### src/rtl/lbm_pkg.sv
package lbm_pkg;

   localparam int LAYOUT_VESA  = 0;
   localparam int LAYOUT_JEIDA = 1;

   // Reset select code for one slot under a standard layout.
   // cw is the colour width; codes follow the source enumeration.
   function automatic int layout_code(int layout, int slot, int cw);
      int r, g, b, hs, vs, de, lo;
      int c;
      r  = 0;
      g  = cw;
      b  = 2 * cw;
      hs = 3 * cw;
      vs = 3 * cw + 1;
      de = 3 * cw + 2;
      lo = 3 * cw + 3;
      c  = lo;
      if (layout == LAYOUT_JEIDA) begin
         case (slot)
            0:  c = r + 2;   1:  c = r + 3;   2:  c = r + 4;   3:  c = r + 5;
            4:  c = r + 6;   5:  c = r + 1;   6:  c = r + 7;   7:  c = g + 2;
            8:  c = g + 3;   9:  c = g + 4;   10: c = g + 0;   11: c = g + 1;
            12: c = g + 5;   13: c = g + 6;   14: c = g + 7;   15: c = b + 2;
            16: c = b + 0;   17: c = b + 1;   18: c = b + 3;   19: c = b + 4;
            20: c = b + 5;   21: c = b + 6;   22: c = b + 7;   23: c = lo;
            24: c = hs;      25: c = vs;      26: c = de;      27: c = r + 0;
            default: c = lo;
         endcase
      end else begin
         case (slot)
            0:  c = r + 0;   1:  c = r + 1;   2:  c = r + 2;   3:  c = r + 3;
            4:  c = r + 4;   5:  c = r + 7;   6:  c = r + 5;   7:  c = g + 0;
            8:  c = g + 1;   9:  c = g + 2;   10: c = g + 6;   11: c = g + 7;
            12: c = g + 3;   13: c = g + 4;   14: c = g + 5;   15: c = b + 0;
            16: c = b + 6;   17: c = b + 7;   18: c = b + 1;   19: c = b + 2;
            20: c = b + 3;   21: c = b + 4;   22: c = b + 5;   23: c = lo;
            24: c = hs;      25: c = vs;      26: c = de;      27: c = r + 6;
            default: c = lo;
         endcase
      end
      return c;
   endfunction

endpackage

### src/rtl/lbm_sel_regs.sv
module lbm_sel_regs #(
   parameter int SLOTS        = 28,
   parameter int SEL_W        = 5,
   parameter int CFG_W        = 32,
   parameter int FIELD_STRIDE = 8,
   parameter int COLOR_W      = 8,
   parameter int LAYOUT       = 0,
   localparam int PER_WORD    = CFG_W / FIELD_STRIDE,
   localparam int NUM_WORDS   = SLOTS / PER_WORD,
   localparam int ADDR_W      = (NUM_WORDS > 1) ? $clog2(NUM_WORDS + 1) : 1
) (
   input  logic                   clk,
   input  logic                   rst_n,
   input  logic                   we,
   input  logic [ADDR_W-1:0]      addr,
   input  logic [CFG_W-1:0]       wdata,
   output logic [CFG_W-1:0]       rdata,
   output logic [SLOTS*SEL_W-1:0] sel_flat
);

   generate
      if (SLOTS % PER_WORD != 0) begin : g_bad_slots
         $error("SLOTS must be a multiple of the selects per word");
      end
      if (SEL_W > FIELD_STRIDE) begin : g_bad_stride
         $error("select field wider than its stride");
      end
      if (CFG_W % FIELD_STRIDE != 0) begin : g_bad_cfgw
         $error("word width must be a multiple of the field stride");
      end
   endgenerate

   logic [SEL_W-1:0] sel_q [SLOTS];
   logic             addr_ok;

   assign addr_ok = ({1'b0, addr} < (ADDR_W + 1)'(NUM_WORDS));

   always_ff @(posedge clk or negedge rst_n) begin
      if (!rst_n) begin
         for (int k = 0; k < SLOTS; k++) begin
            sel_q[k] <= SEL_W'(lbm_pkg::layout_code(LAYOUT, k, COLOR_W));
         end
      end else if (we && addr_ok) begin
         for (int f = 0; f < PER_WORD; f++) begin
            for (int w = 0; w < NUM_WORDS; w++) begin
               if (addr == ADDR_W'(w)) begin
                  sel_q[w*PER_WORD+f] <= wdata[f*FIELD_STRIDE +: SEL_W];
               end
            end
         end
      end
   end

   always_comb begin
      rdata = '0;
      for (int w = 0; w < NUM_WORDS; w++) begin
         if (addr == ADDR_W'(w)) begin
            for (int f = 0; f < PER_WORD; f++) begin
               rdata[f*FIELD_STRIDE +: SEL_W] = sel_q[w*PER_WORD+f];
            end
         end
      end
   end

   genvar gk;
   generate
      for (gk = 0; gk < SLOTS; gk++) begin : g_flat
         assign sel_flat[gk*SEL_W +: SEL_W] = sel_q[gk];
      end
   endgenerate

   // an out-of-range write leaves every select untouched
   assert_bad_addr_R4: assert property (@(posedge clk) disable iff (!rst_n)
      (we && !addr_ok) |=> $stable(sel_flat));

   // with no write strobe the selects do not move
   assert_no_write_hold_R10: assert property (@(posedge clk) disable iff (!rst_n)
      !we |=> $stable(sel_flat));

endmodule

### src/rtl/lbm_slot_mux.sv
module lbm_slot_mux #(
   parameter int SLOTS   = 28,
   parameter int SEL_W   = 5,
   parameter int COLOR_W = 8,
   localparam int NSRC      = 2 ** SEL_W,
   localparam int CODE_HS   = 3 * COLOR_W,
   localparam int CODE_VS   = 3 * COLOR_W + 1,
   localparam int CODE_DE   = 3 * COLOR_W + 2,
   localparam int CODE_LOW  = 3 * COLOR_W + 3
) (
   input  logic [COLOR_W-1:0]     r,
   input  logic [COLOR_W-1:0]     g,
   input  logic [COLOR_W-1:0]     b,
   input  logic                   hs,
   input  logic                   vs,
   input  logic                   de,
   input  logic [SLOTS*SEL_W-1:0] sel_flat,
   output logic [SLOTS-1:0]       slot_bits
);

   generate
      if (NSRC < CODE_LOW + 1) begin : g_bad_sel
         $error("select width too small for the source enumeration");
      end
   endgenerate

   logic [NSRC-1:0] src;

   always_comb begin
      src = '0;
      src[0*COLOR_W +: COLOR_W] = r;
      src[1*COLOR_W +: COLOR_W] = g;
      src[2*COLOR_W +: COLOR_W] = b;
      src[CODE_HS] = hs;
      src[CODE_VS] = vs;
      src[CODE_DE] = de;
   end

   genvar gk;
   generate
      for (gk = 0; gk < SLOTS; gk++) begin : g_slot
         logic [SEL_W-1:0] sel;
         assign sel           = sel_flat[gk*SEL_W +: SEL_W];
         assign slot_bits[gk] = src[sel];

         // codes at and above the constant-low code give 0
         always_comb begin
            if (sel >= SEL_W'(CODE_LOW)) begin
               assert_const_low_R5: assert (slot_bits[gk] == 1'b0);
            end
         end
      end
   endgenerate

endmodule

### src/rtl/lbm_lane_ser.sv
module lbm_lane_ser #(
   parameter int LANES = 4,
   parameter int BITS  = 7,
   parameter logic [BITS-1:0] CLK_PATTERN = 7'b1100011,
   localparam int SLOTS = LANES * BITS,
   localparam int PH_W  = $clog2(BITS)
) (
   input  logic             clk,
   input  logic             rst_n,
   input  logic             bit_en,
   input  logic [SLOTS-1:0] slot_bits,
   output logic             load,
   output logic [LANES-1:0] lane_data,
   output logic             lane_clk
);

   generate
      if (BITS < 2) begin : g_bad_bits
         $error("serializer needs at least two bits per lane");
      end
   endgenerate

   localparam logic [PH_W-1:0] LAST = PH_W'(BITS - 1);

   logic [PH_W-1:0] ph_q;
   logic [BITS-1:0] ck_q;

   assign load = bit_en && (ph_q == LAST);

   always_ff @(posedge clk or negedge rst_n) begin
      if (!rst_n) begin
         ph_q <= LAST;
      end else if (bit_en) begin
         if (ph_q == LAST) ph_q <= '0;
         else              ph_q <= ph_q + 1'b1;
      end
   end

   genvar gl;
   generate
      for (gl = 0; gl < LANES; gl++) begin : g_lane
         logic [BITS-1:0] sh_q;
         always_ff @(posedge clk or negedge rst_n) begin
            if (!rst_n)      sh_q <= '0;
            else if (load)   sh_q <= slot_bits[gl*BITS +: BITS];
            else if (bit_en) sh_q <= sh_q >> 1;
         end
         assign lane_data[gl] = sh_q[0];
      end
   endgenerate

   always_ff @(posedge clk or negedge rst_n) begin
      if (!rst_n)      ck_q <= '0;
      else if (load)   ck_q <= CLK_PATTERN;
      else if (bit_en) ck_q <= ck_q >> 1;
   end
   assign lane_clk = ck_q[0];

   // a paused enable freezes the outputs and the position
   assert_hold_R8: assert property (@(posedge clk) disable iff (!rst_n)
      !bit_en |=> ($stable(lane_data) && $stable(lane_clk) && $stable(ph_q)));

   // the clock lane opens every pixel period with its first pattern bit
   assert_clk_first_R7: assert property (@(posedge clk) disable iff (!rst_n)
      load |=> (lane_clk == CLK_PATTERN[0]));

   // two sampling edges are never adjacent
   assert_cadence_R9: assert property (@(posedge clk) disable iff (!rst_n)
      load |=> !load);

endmodule

### src/rtl/lvds_bitmux_tx.sv
module lvds_bitmux_tx #(
   parameter int LANES         = 4,
   parameter int BITS_PER_LANE = 7,
   parameter int COLOR_W       = 8,
   parameter int SEL_W         = 5,
   parameter int CFG_W         = 32,
   parameter int FIELD_STRIDE  = 8,
   parameter int RESET_LAYOUT  = lbm_pkg::LAYOUT_VESA,
   parameter logic [BITS_PER_LANE-1:0] CLK_PATTERN = 7'b1100011,
   localparam int SLOTS     = LANES * BITS_PER_LANE,
   localparam int PER_WORD  = CFG_W / FIELD_STRIDE,
   localparam int NUM_WORDS = SLOTS / PER_WORD,
   localparam int ADDR_W    = (NUM_WORDS > 1) ? $clog2(NUM_WORDS + 1) : 1
) (
   input  logic               clk,
   input  logic               rst_n,
   input  logic               bit_en,
   input  logic               cfg_we,
   input  logic [ADDR_W-1:0]  cfg_addr,
   input  logic [CFG_W-1:0]   cfg_wdata,
   output logic [CFG_W-1:0]   cfg_rdata,
   input  logic [COLOR_W-1:0] pix_r,
   input  logic [COLOR_W-1:0] pix_g,
   input  logic [COLOR_W-1:0] pix_b,
   input  logic               pix_hs,
   input  logic               pix_vs,
   input  logic               pix_de,
   output logic               pix_load,
   output logic [LANES-1:0]   lane_data,
   output logic               lane_clk
);

   generate
      if (RESET_LAYOUT != lbm_pkg::LAYOUT_VESA && RESET_LAYOUT != lbm_pkg::LAYOUT_JEIDA) begin : g_bad_layout
         $error("unknown reset layout");
      end
   endgenerate

   logic [SLOTS*SEL_W-1:0] sel_flat;
   logic [SLOTS-1:0]       slot_bits;

   lbm_sel_regs #(
      .SLOTS(SLOTS), .SEL_W(SEL_W), .CFG_W(CFG_W),
      .FIELD_STRIDE(FIELD_STRIDE), .COLOR_W(COLOR_W), .LAYOUT(RESET_LAYOUT)
   ) i_regs (
      .clk(clk), .rst_n(rst_n), .we(cfg_we), .addr(cfg_addr),
      .wdata(cfg_wdata), .rdata(cfg_rdata), .sel_flat(sel_flat)
   );

   lbm_slot_mux #(
      .SLOTS(SLOTS), .SEL_W(SEL_W), .COLOR_W(COLOR_W)
   ) i_mux (
      .r(pix_r), .g(pix_g), .b(pix_b), .hs(pix_hs), .vs(pix_vs), .de(pix_de),
      .sel_flat(sel_flat), .slot_bits(slot_bits)
   );

   lbm_lane_ser #(
      .LANES(LANES), .BITS(BITS_PER_LANE), .CLK_PATTERN(CLK_PATTERN)
   ) i_ser (
      .clk(clk), .rst_n(rst_n), .bit_en(bit_en), .slot_bits(slot_bits),
      .load(pix_load), .lane_data(lane_data), .lane_clk(lane_clk)
   );

endmodule

### config.mk
export PLATFORM = sky130hd
export DESIGN_NAME = lvds_bitmux_tx
export DESIGN_NICKNAME = d
export VERILOG_FILES = /design/src/rtl/lbm_pkg.sv /design/src/rtl/lbm_sel_regs.sv /design/src/rtl/lbm_slot_mux.sv /design/src/rtl/lbm_lane_ser.sv /design/src/rtl/lvds_bitmux_tx.sv
export SDC_FILE = /design/constraint.sdc
export NUM_CORES = 1
export LEC_CHECK = 0
export BUFFER_PORTS_ARGS = -buffer_cell sky130_fd_sc_hd__buf_2
export CORE_MARGIN = 2
export CORE_UTILIZATION = 55
export CTS_BUF_LIST = sky130_fd_sc_hd__clkbuf_8
export DETAILED_ROUTE_END_ITERATION = 8
export PLACE_DENSITY = 0.8
export SETUP_SLACK_MARGIN = 0.15
export SYNTH_ARGS = -nofsm -noshare
export SYNTH_HDL_FRONTEND = slang
export SYNTH_HIERARCHICAL = 1
export SYNTH_SLANG_ARGS = --single-unit
### constraint.sdc
create_clock -name clk -period 2.8 [get_ports clk]
set_clock_uncertainty 0.05 [all_clocks]
set_input_delay 0.42 -clock clk [delete_from_list [all_inputs] [get_ports clk]]
set_output_delay 0.42 -clock clk [all_outputs]
set_load 0.01 [all_outputs]
Yosys cells after proc, flatten, opt, wreduce, memory -nomap -nowiden

Index checks and enable logic that the tools add are counted.

Word-level logic and storage cells: 177
Input port bits: 66
Register bits: 178
Output and inout bits: 38

Add/sub/neg operators: 1
Muxes and demuxes: 95
Equality and inequality tests: 7
Magnitude comparators: 29
Reductions and logical operators: 11

Operator list:

| kind                                                       | number |
|---|---|
| less-than comparator 5 x 6 -> 1 bit, second input constant | 28 |
| binary-select mux 1 bit (select 5 bit)                     | 28 |
| two-way mux 5 bit                                          | 28 |
| two-way mux 7 bit                                          | 10 |
| two-way mux 1 bit                                          | 28 |
| AND reduction 2 bit                                        | 7 |
| equality test 3 bit, second input constant                 | 4 |
| equality test 3 x 2 -> 1 bit, second input constant        | 2 |
| adder 3 x 1 -> 3 bit, second input constant                | 1 |
| equality test 3 x 1 -> 1 bit, second input constant        | 1 |
| zero test 3 bit                                            | 1 |
| less-than comparator 3 bit, second input constant          | 1 |
| two-way mux 3 bit                                          | 1 |
| logical AND 1 bit                                          | 2 |
| nonzero test 2 bit                                         | 1 |

Longest topological paths before layout

Depth in word-level cells: 8
Depth in mapped cells: 8
Depth with buffers taken out: 6

Hierarchy

Netlist, hierarchy kept.

Modules (own cells, without submodules):

| module       | area an instance (µm²) | sequential area each (µm²) | cells each | instances |
|---|---|---|---|---|
| lbm_slot_mux | 6914.1                 | 0.0                        | 673        | 1 |
| lbm_sel_regs | 6866.6                 | 3583.4                     | 508        | 1 |
| lbm_lane_ser | 1624.1                 | 953.4                      | 136        | 1 |

Worst setup path before layout

No wires, ideal clock.

Path kind: reg2reg
From: register i_regs.sel_q (netlist bit i_regs/sel_flat[96])
To: register i_ser.g_lane[2].sh_q[5]
Buffers on the path: 1
Slack: 0.427 ns
Required time: 2.624 ns
Setup time: 0.126 ns
Stages on the path, launching flop included: 7
Clock period less this slack: 2.373 ns
Arrival: 2.197 ns
Cell sequence: dfstp_2 > buf_2 > mux4_2 > mux2i_1 > nor3_1 > or4_1 > a221o_1

Cells in the longest elaborated chain, start to end: 3

RTL lines:

| element                                 | RTL line             | text |
|---|---|---|
| start: declaration                      | lbm_sel_regs.sv:33   | `logic [SEL_W-1:0] sel_q [SLOTS];` |
| start signal: indexed assignment        | lbm_sel_regs.sv:41   | `sel_q[k] <= SEL_W'(lbm_pkg::layout_code(LAYOUT, k, COLOR_W));` |
| start signal: indexed assignment        | lbm_sel_regs.sv:47   | `sel_q[w*PER_WORD+f] <= wdata[f*FIELD_STRIDE +: SEL_W];` |
| binary-select mux 1 bit (select 5 bit)  | lbm_slot_mux.sv:44   | `assign slot_bits[gk] = src[sel];` |
| two-way mux 1 bit (implied by the code) | lbm_slot_mux.sv:44   |  |
| via slot_bits[19]                       | lvds_bitmux_tx.sv:40 | `logic [SLOTS-1:0] slot_bits;` |
| two-way mux 7 bit                       | lbm_lane_ser.sv:45   | `else if (load) sh_q <= slot_bits[gl*BITS +: BITS];` |
| end signal: assignment                  | lbm_lane_ser.sv:45   |  |
| end signal: assignment                  | lbm_lane_ser.sv:46   | `else if (bit_en) sh_q <= sh_q >> 1;` |
| end: declaration                        | lbm_lane_ser.sv:42   | `logic [BITS-1:0] sh_q;` |

The timed path passes the listed nets, and every way through them passes these cells. The select of a mux whose other input is x is not followed.
A chain may end at the register's enable or synchronous reset.

Worst setup path in the final report

From: register i_regs.sel_q (netlist bit i_regs/sel_flat[43])
To: output cfg_rdata[3]

Cells in the longest elaborated chain, start to end: 5

RTL lines:

| element                         | RTL line             | text |
|---|---|---|
| two-way mux 5 bit (5 in series) | lbm_sel_regs.sv:57   | `if (addr == ADDR_W'(w)) begin` |
| end: declaration                | lvds_bitmux_tx.sv:21 | `output logic [CFG_W-1:0] cfg_rdata,` |

Every way passes these cells.

==> impl_metrics.ini <==
[floorplanning]
core_area_sq_mm = 0.02771
die_h_um = 171.4
die_x_um = 171.4
rows = 61
dieArea_sq_mm = 0.02936
ios = 104
start_util_pct = 55.60

[yosys]
avgSynthCellArea_sq_um = 11.70
synth-edff-count = 0
syn_area_sq_mm = 0.01540
synth_area_leaders = mux4_2 21%, dfrtp_1 18%, dfstp_2 11%
ys_types = 57
synthCells = 1317
synth_flop_cell = dfrtp_1
yosysWarnings = 6
ys_ff_latch = 178
yosysTopAreaCell = mux4_2
ys_seq_area_share_pct = 29.45
yosysTopAreaCellShare_pct = 21.20
async_flop_share_pct = 100.0

[place]
dpl_worst_slack_ns = 0.2390
io_buffers = 79
dp.cells = 1679
dp_hpwl_um = 34000
gp_congestion = 0.9641

[sta]
fin_hold_ws_ns = 0.2122
finalSetupViolCount = 0
fin_setup_tns_ns = 0
period_needed_ns = 2.615
maxSlewViolCount = 0
fmaxAchievable_ghz = 0.3824
worstMarginPinSlew_ns = 0.6660
fin_ws_ns = 0.1847
fin_crit_sh_pct = 93.40
hold_violations = 0
rsz0062_at_grt = yes
slew_headroom_pct = 55.60

[critical_path]
startpoint_type = flip-flop
cp_max_fo = 8
critical_path.max_stage_delay_ns = 0.64
path_cells = mux2i_1, o2bb2ai_1, a221oi_1, nor2_2, buf_2
worst_path_max_delay_cell = dfstp_2
cp.required_ns = 2.33
end_kind = output port
critPathArrivalTime_ns = 2.15
worstSetupPathType = flip-flop to output port

[routing]
post_drt_via_cell_ratio = 7.716
postRouteAntennaNets = 0
dr_total_vias = 13230
drt-total-wl_um = 50970
drtIter0Drc = 2602
routedWlPerCell_um = 29.74
drc = 0
drt_first_pass_iters = 6

[layout]
nets = 1387
mostFrequentLayoutCells = 145 x mux4_2, 136 x mux2_2, 110 x dfrtp_1
multi_input_area_sq_mm = 0.009948
layout_commonest_cell = mux4_2
final_util_pct = 59.41
nFillCells = 2202
regArea_sq_mm = 0.004539
finalNonFillerCells = 1714
area_growth_syn_to_layout_pct = 6.855
drive_above_1_share_pct = 42.65

[clock_tree]
clk_latency_ns = 0.50
path_clk_slew_ns = 0.09
htreeDepth = 4
clockBufferDepth = 2
root_buffer = clkbuf_8
cts_buffers = 17
numClockSinks = 178
cts_tree = yes

[global_routing]
antenna_found_initial = 3
grt_overflow_total = 0
grt_pass1_vias = 12710
grt_start_max_net_pins = 66
grtUsageTotal_pct = 35.22
grt_first_pass_wirelength_um = 77140

[power_and_ir_drop]
p_leak_nw = 6.512
max-vdd-ir-drop_mv = 0.3644
power.density_mw_per_mm2 = 660.0

[worst_hold_path]
hold_path.class = input pin to flip-flop

[run]
max-cap-violations = 0

[outcome]
status = complete, no violations
-- sequential cells by signal, summed over array words and instances (netlist names) --
| signal | cells |
|---|---|
| i_ser/ph_q | 3 |
| i_ser/g_lane.sh_q | 28 |
| i_ser/ck_q | 7 |
| i_regs/sel_flat | 140 |
-- Yosys cell counts (all sizes together) (16+ instances only) --
library cell,instances
a32oi,26
a221oi,20
dfstp,66
o32ai,20
nor2,53
and3,27
nor4bb,16
clkbuf,119
mux4,157
nand3,16
nand2b,21
o2bb2ai,20
inv,26
mux2,164
dfrtp,112
o22ai,33
nand2,50
mux2i,84
buf,65
nor2b,23
a21oi,34
a311oi,22
a221o,16
-- cells by family (layout without fill, tap and decap cells) --
family | after synthesis | in the layout | share of synthesized area [%]
other cells | 1 | 14 | 0.02434
mux | 405 | 405 | 41.18
flops | 178 | 178 | 29.45
simple gates | 285 | 285 | 10.93
compound gates | 238 | 238 | 12.05
buf+inv | 210 | 216 | 6.368
-- per-stage QoR --
stage	total power [mW]	instance area [sq um]
finish	10.86	16460
global route	11.33	16460
CTS	10.70	16450
detailed placement	8.987	16080
global placement	8.805	16080
floorplan	7.771	15450
-- critical path, delay by kind of cell (launching register included) --
kind                   cells  cell delay [ns]
DFF                        1             0.64
buffers and inverters      1             0.17
muxes                      1             0.11
AOI/OAI and AO/OA          2             0.52
and+or+nand+nor            1             0.22
-- final cells by class --
class	instances	area share, %
sequential	178	27.58
antenna	2	0.03040
clock buffer	19	1.589
inverter	26	0.5929
tap	378	2.873
multi-input combinational	940	60.44
timing repair buffer	158	6.301
clock inverter	13	0.6005
-- repair_timing --
| item | 4_1_cts | 5_1_grt |
|---|---|---|
| hold endpoints to repair | 43 | 0 |
| resized for setup | 0 | 3 |
| hold buffers | 1 | 0 |
| setup buffers | 0 | 0 |
| setup endpoints to repair | 0 | 3 |
-- final timing paths --
kind | slack, ns | endpoint | depth (start not counted) | start
worst min-delay path | 0.21 | i_regs/sel_flat[129] | 2 | cfg_wdata[12]
max in group asynchronous | 1.40 | i_regs/sel_flat[100] | 3 | rst_n
worst max register to register | 0.23 | i_ser/g_lane[2].sh_q[5] | 5 | i_regs/sel_flat[96]
worst min register to register | 0.45 | i_ser/ck_q[0] | 1 | i_ser/ck_q[1]
worst max-delay path | 0.18 | cfg_rdata[3] | 5 | i_regs/sel_flat[43]
min in group asynchronous | 0.42 | i_regs/sel_flat[95] | 2 | rst_n
-- where the power goes --
group / total, mW / switching (mW) / internal (mW)
clock network: 1.73 / 1.00 / 0.733
registers: 4.89 / 1.50 / 3.40
logic: 4.24 / 1.74 / 2.50
-- layer usage --
layer | track usage (%) | vias to the layer above | part of all wire (%)
li1 | - | 5281 | -
met1 | 46.65 | 6502 | 35
met2 | 51.54 | 1178 | 42
met3 | 12.93 | 264 | 16
met4 | 16.32 | 0 | 6.1
met5 | 0.8696 | - | 0
No activity file was read; power rests on OpenSTA's default activity.
